[src/rtl/codec_regs_pkg.sv]
package codec_regs_pkg;

  typedef struct packed {
    logic       rst_rel;
    logic [2:0] sel;
    logic [3:0] led;
  } ctrl_word_t;

  typedef enum logic [1:0] {
    TGT_NONE = 2'd0,
    TGT_CONV = 2'd1,
    TGT_CTRL = 2'd2,
    TGT_PROG = 2'd3
  } bus_tgt_e;

endpackage

[src/rtl/codec_rst_sync.sv]
module codec_rst_sync (
  input  logic clk,
  input  logic rst_async_n,
  output logic rst_sync_n
);
  logic [1:0] stage_q;

  always_ff @(posedge clk or negedge rst_async_n) begin
    if (!rst_async_n) stage_q <= 2'b00;
    else              stage_q <= {stage_q[0], 1'b1};
  end

  assign rst_sync_n = stage_q[1];
endmodule

[src/rtl/codec_bus_decode.sv]
module codec_bus_decode
  import codec_regs_pkg::*;
#(
  parameter int ADDR_W   = 21,
  parameter int PROG_BIT = 20,
  parameter int CTRL_BIT = 4,
  parameter int CH_W     = 4
) (
  input  logic              stb,
  input  logic              we,
  input  logic [ADDR_W-1:0] addr,
  output bus_tgt_e          tgt,
  output logic              ctrl_wr,
  output logic              ctrl_rd,
  output logic              prog_set,
  output logic              prog_clr,
  output logic              conv_hit,
  output logic [CH_W-1:0]   conv_ch_nxt
);
  always_comb begin
    tgt = TGT_NONE;
    if (stb) begin
      if (addr[PROG_BIT])      tgt = TGT_PROG;
      else if (addr[CTRL_BIT]) tgt = TGT_CTRL;
      else                     tgt = TGT_CONV;
    end
  end

  assign ctrl_wr     = (tgt == TGT_CTRL) &&  we;
  assign ctrl_rd     = (tgt == TGT_CTRL) && !we;
  assign prog_set    = (tgt == TGT_PROG) &&  we;
  assign prog_clr    = (tgt == TGT_PROG) && !we;
  assign conv_hit    = (tgt == TGT_CONV);
  assign conv_ch_nxt = addr[CH_W-1:0];
endmodule

[src/rtl/codec_ctrl_reg.sv]
module codec_ctrl_reg
  import codec_regs_pkg::*;
#(
  parameter int DATA_W = 8
) (
  input  logic              clk,
  input  logic              rst_n,
  input  logic              wr_en,
  input  logic [DATA_W-1:0] wdata,
  output ctrl_word_t        word_q
);
  ctrl_word_t word_d;

  always_comb begin
    word_d = word_q;
    if (wr_en) word_d = ctrl_word_t'(wdata);
  end

  always_ff @(posedge clk or negedge rst_n) begin
    if (!rst_n) word_q <= '0;
    else        word_q <= word_d;
  end


  ctrl_capture_chk: assert property (@(posedge clk) disable iff (!rst_n)
    wr_en |=> (word_q == $past(wdata)));


  ctrl_hold_chk: assert property (@(posedge clk) disable iff (!rst_n)
    !wr_en |=> $stable(word_q));
endmodule

[src/rtl/codec_prog_ctl.sv]
module codec_prog_ctl (
  input  logic clk,
  input  logic rst_n,
  input  logic set_req,
  input  logic clr_req,
  output logic prog_n
);
  logic act_q, act_d;

  always_comb begin
    act_d = act_q;
    if (set_req)      act_d = 1'b1;
    else if (clr_req) act_d = 1'b0;
  end

  always_ff @(posedge clk or negedge rst_n) begin
    if (!rst_n) act_q <= 1'b0;
    else        act_q <= act_d;
  end

  assign prog_n = ~act_q;


  prog_set_chk: assert property (@(posedge clk) disable iff (!rst_n)
    set_req |=> !prog_n);


  prog_clr_chk: assert property (@(posedge clk) disable iff (!rst_n)
    (clr_req && !set_req) |=> prog_n);
endmodule

[src/rtl/codec_conv_sel.sv]
module codec_conv_sel #(
  parameter int CH_W = 4
) (
  input  logic            clk,
  input  logic            rst_n,
  input  logic            hit,
  input  logic [CH_W-1:0] ch_nxt,
  output logic            en,
  output logic [CH_W-1:0] ch
);
  logic            en_d;
  logic [CH_W-1:0] ch_d;

  always_comb begin
    en_d = hit;
    ch_d = ch;
    if (hit) ch_d = ch_nxt;
  end

  always_ff @(posedge clk or negedge rst_n) begin
    if (!rst_n) begin
      en <= 1'b0;
      ch <= '0;
    end else begin
      en <= en_d;
      ch <= ch_d;
    end
  end


  conv_pulse_chk: assert property (@(posedge clk) disable iff (!rst_n)
    hit |=> (en && ch == $past(ch_nxt)));


  conv_quiet_chk: assert property (@(posedge clk) disable iff (!rst_n)
    !hit |=> !en);
endmodule

[src/rtl/codec_board_regs.sv]
module codec_board_regs
  import codec_regs_pkg::*;
#(
  parameter int ADDR_W   = 21,
  parameter int DATA_W   = 8,
  parameter int PROG_BIT = 20,
  parameter int CTRL_BIT = 4,
  parameter int CH_W     = 4
) (
  input  logic              clk,
  input  logic              rst_n,
  input  logic              bus_stb,
  input  logic              bus_we,
  input  logic [ADDR_W-1:0] bus_addr,
  input  logic [DATA_W-1:0] bus_wdata,
  output logic [DATA_W-1:0] bus_rdata,
  input  logic              irq_stat,
  input  logic              lr_stat,
  output logic [3:0]        led_nibble,
  output logic [2:0]        codec_sel,
  output logic              codec_rst_n,
  output logic              prog_n,
  output logic              conv_en,
  output logic [CH_W-1:0]   conv_ch
);
  localparam int STAT_PAD = DATA_W - 2;

  logic            rst_int_n;
  bus_tgt_e        tgt;
  logic            ctrl_wr, ctrl_rd, prog_set, prog_clr, conv_hit;
  logic [CH_W-1:0] conv_ch_nxt;
  ctrl_word_t      word_q;

  codec_rst_sync u_rst (
    .clk        (clk),
    .rst_async_n(rst_n),
    .rst_sync_n (rst_int_n)
  );

  codec_bus_decode #(
    .ADDR_W  (ADDR_W),
    .PROG_BIT(PROG_BIT),
    .CTRL_BIT(CTRL_BIT),
    .CH_W    (CH_W)
  ) u_dec (
    .stb        (bus_stb),
    .we         (bus_we),
    .addr       (bus_addr),
    .tgt        (tgt),
    .ctrl_wr    (ctrl_wr),
    .ctrl_rd    (ctrl_rd),
    .prog_set   (prog_set),
    .prog_clr   (prog_clr),
    .conv_hit   (conv_hit),
    .conv_ch_nxt(conv_ch_nxt)
  );

  codec_ctrl_reg #(.DATA_W(DATA_W)) u_ctrl (
    .clk   (clk),
    .rst_n (rst_int_n),
    .wr_en (ctrl_wr),
    .wdata (bus_wdata),
    .word_q(word_q)
  );

  codec_prog_ctl u_prog (
    .clk    (clk),
    .rst_n  (rst_int_n),
    .set_req(prog_set),
    .clr_req(prog_clr),
    .prog_n (prog_n)
  );

  codec_conv_sel #(.CH_W(CH_W)) u_conv (
    .clk   (clk),
    .rst_n (rst_int_n),
    .hit   (conv_hit),
    .ch_nxt(conv_ch_nxt),
    .en    (conv_en),
    .ch    (conv_ch)
  );

  assign led_nibble  = word_q.led;
  assign codec_sel   = word_q.sel;
  assign codec_rst_n = word_q.rst_rel;
  assign bus_rdata   = ctrl_rd ? {{STAT_PAD{1'b0}}, lr_stat, irq_stat} : '0;


  idle_quiet_chk: assert property (@(posedge clk) disable iff (!rst_int_n)
    !bus_stb |=> ($stable(led_nibble) && $stable(codec_sel) &&
                  $stable(codec_rst_n) && $stable(prog_n) && !conv_en));


  rdata_pad_chk: assert property (@(posedge clk) disable iff (!rst_int_n)
    bus_rdata[DATA_W-1:2] == '0);
endmodule

[config.mk]
export PLATFORM = sky130hd
export DESIGN_NAME = codec_board_regs
export DESIGN_NICKNAME = d
export VERILOG_FILES = /design/src/rtl/codec_regs_pkg.sv /design/src/rtl/codec_rst_sync.sv /design/src/rtl/codec_bus_decode.sv /design/src/rtl/codec_ctrl_reg.sv /design/src/rtl/codec_prog_ctl.sv /design/src/rtl/codec_conv_sel.sv /design/src/rtl/codec_board_regs.sv
export SDC_FILE = /design/constraint.sdc
export NUM_CORES = 1
export LEC_CHECK = 0
export CORE_MARGIN = 2
export CORE_UTILIZATION = 31
export CTS_CLUSTER_DIAMETER = 60
export DETAILED_ROUTE_END_ITERATION = 7
export PLACE_DENSITY = 0.79
export SKIP_CTS_REPAIR_TIMING = 1
export SLEW_MARGIN = 20
export SYNTH_ARGS = -nofsm -noshare
export SYNTH_HDL_FRONTEND = slang
export SYNTH_SLANG_ARGS = --single-unit
[constraint.sdc]
create_clock -name clk -period 0.8 [get_ports clk]
set_input_delay 0.16 -clock clk [delete_from_list [all_inputs] [get_ports clk]]
set_output_delay 0.16 -clock clk [all_outputs]
set_load 0.1 [all_outputs]
==> metrics.cfg <==
[worst_setup_path]
crit_type = reg2out
worstPathCellList = buf_12
worstPathMaxFanout = 2
cpPeakStageDelay_ps = 510
path_buf_inv = 1
cp-end-kind = output port
required_ps = 640
critPathTopFamily = flip-flops
cp.arrival_ps = 970
cp-start-kind = register
critPathSlowestCell = dfrtp_4

[layout]
fillers = 133
num-nets-final = 128
drive_above_1_share_pct = 70.65
seqCellArea_um2 = 449.2
final_cells = 119
utilization_pct = 70.63
antenna-diode-count = 0
multi_input_area_um2 = 290.3
area_delta_synth_final_pct = 112.4

[floorplanning]
dieArea_um2 = 2534
die_h_um = 50.34
boundaryPins = 57
fp.coreArea_um2 = 2002
start_util_pct = 33.25
die_x_um = 50.34
num_rows = 16

[drt]
drc_errors = 0
first_pass_iters = 1
vias = 505
viasPerCell = 4.244
wl_per_cell_um = 14.47
wirelength_um = 1722
drt_iter0_drc = 0
ant_nets = 0

[yosys]
synth_compound_area_share_pct = 0
synth_warnings = 0
synthCells = 44
synth_fa_ha_area_share_pct = 0
synth-edff-count = 0
synth_flop_cell = dfrtp_1
synth-xor-area-share_pct = 0
yosys.area_share.simple_pct = 9.398
netlist.area_leader.share_pct = 60.15
synth.avg_cell_area_um2 = 15.13
synth_common_cells = dfrtp_1, mux2_2, buf_4, and2_1, conb_1
yosysUniqueCellTypes = 10
synthMostInstantiatedCell = dfrtp_1
yosys_register_bits = 16
ys_seq_area_share_pct = 60.15
synth_top_area_cell = dfrtp_1
synth.area.mux_share_pct = 21.99
synth_area_leaders = dfrtp_1, mux2_2, buf_4, nor3b_4, nand4b_2
async_flop_share_pct = 100.0
synthesis.area_um2 = 665.6
synth_top_family_by_area = multiplexers

[global_routing]
gr-total-overflow = 0
antenna_found_initial = 0
grt_pass1_vias = 527
grt_usage_pct = 14.47
grt_pass1_wl_um = 2615
grt_max_degree = 10

[power]
p_comb_share_pct = 57.5
clkPwrFrac_pct = 11.2
p_seq_share_pct = 31.3
p_sw_w = 0.001742
finalPower_w = 0.003836
p_leak_nw = 0.6562
p_int_w = 0.002094
vdd_drop_max_mv = 1.447
switching_share_pct = 45.41
cellPowerDensity_nw_per_um2 = 2713

[clock_tree]
clockBufferDepth = 2
cts_sinks = 16
clk_pin_slew_worst_paths_ps = 90
clk-insertion-delay-late_ps = 280
cts_buffers = 3
clockRootBuffer = clkbuf_4
cts_tree = done
htree_levels = 1

[placed_design]
portBuffers = 35
gp_congestion = 0.6364
dp_cells = 107
dp_hpwl_um = 1300

[sta]
post-route-period-util_pct = 140.9
max_freq_mhz = 887.4
period_minus_slack_ps = 1127
setup_viol = 29
setup_ws_ps = -326.9
grt_setup_unrepaired = yes
maxSlewViolCount = 0
hold_viol_final = 0
fin_skew_ps = 9.479

[status]
violations = setup timing
status = finished with violations

[worst_hold_path]
hp-class = in2async

[flow_run]
drv_cap = 0

per-layer routing:
layer  part of all wire, %  GRT usage [%]
met5                     0              0
met4                   2.7          10.81
met3                   6.7          3.571
met2                    52          23.90
met1                    38          15.96
stage by stage:
step / setup WS [ps] / TNS [ps] / hold WS [ps] / area, um^2
floorplan: -220.6 / -3003 / -135.6 / 780.7
global placement: -766.8 / -10820 / 82.99 / 1295
detailed placement: -796.1 / -11150 / 86.67 / 1295
CTS: -708.1 / -11430 / 21.04 / 1321
global route: -377.3 / -6581 / 21.60 / 1414
finish: -326.9 / -5920 / 25.72 / 1414
layout by cell type, fill, tap and decap left out:
cell / n
buf_6: 3
clkdlybuf4s50_1: 13
nor3b_4: 1
nand4b_4: 1
and2_4: 2
buf_8: 2
mux2_4: 11
dfrtp_1: 3
dfrtp_4: 13
conb_1: 7
nand2_1: 1
dlymetal6s2s_1: 2
buf_4: 9
and4bb_2: 1
buf_12: 16
clkbuf_1: 1
mux2_2: 2
clkbuf_4: 3
clkinvlp_4: 1
state kept, by name, indices dropped and copies added, names as in the netlist:
register       cells
u_ctrl.word_q      8
u_rst.stage_q      2
u_conv.ch          4
u_conv.en          1
u_prog.act_q       1
area by class of cell:
type                       instances  area share [%]
clock buffer                       4           1.858
inverter                           1          0.5310
multi-input combinational         26           20.53
sequential                        16           31.77
tap                               27           2.389
timing repair buffer              45           42.92
path summary, 6_finish.rpt:
path	end	from	cells past startpoint	slack, ps
max in group asynchronous	u_conv.ch[2]	u_rst.stage_q[1]	1	340
setup reg to reg	u_ctrl.word_q[5]	u_ctrl.word_q[5]	2	-180
hold reg to reg	u_ctrl.word_q[4]	u_rst.stage_q[1]	0	90
setup / recovery	led_nibble[1]	u_ctrl.word_q[1]	1	-330
min in group clk	u_prog.act_q	bus_we	3	210
hold / removal	u_rst.stage_q[1]	rst_n	1	30
cells by family (layout without fill, tap and decap cells):
| kind of cell | count (synthesis) | count (layout) |
|---|---|---|
| flip-flops | 16 | 16 |
| other | 2 | 7 |
| buffers and inverters | 7 | 50 |
| multiplexers | 13 | 13 |
| AND/OR/NAND/NOR | 6 | 6 |
power by group through the flow:
| stage | Sequential, W | Combinational (W) | Clock [W] |
|---|---|---|---|
| after floorplan | 0.00211 | 0.000413 | 0 |
| after global placement | 0.00120 | 0.00210 | 0 |
| after detailed placement | 0.00122 | 0.00212 | 0 |
| after CTS | 0.00120 | 0.00212 | 0.000440 |
| after global routing | 0.00122 | 0.00226 | 0.000476 |
| final | 0.00120 | 0.00220 | 0.000431 |
Note: power is estimated with default switching activity, not from simulation.
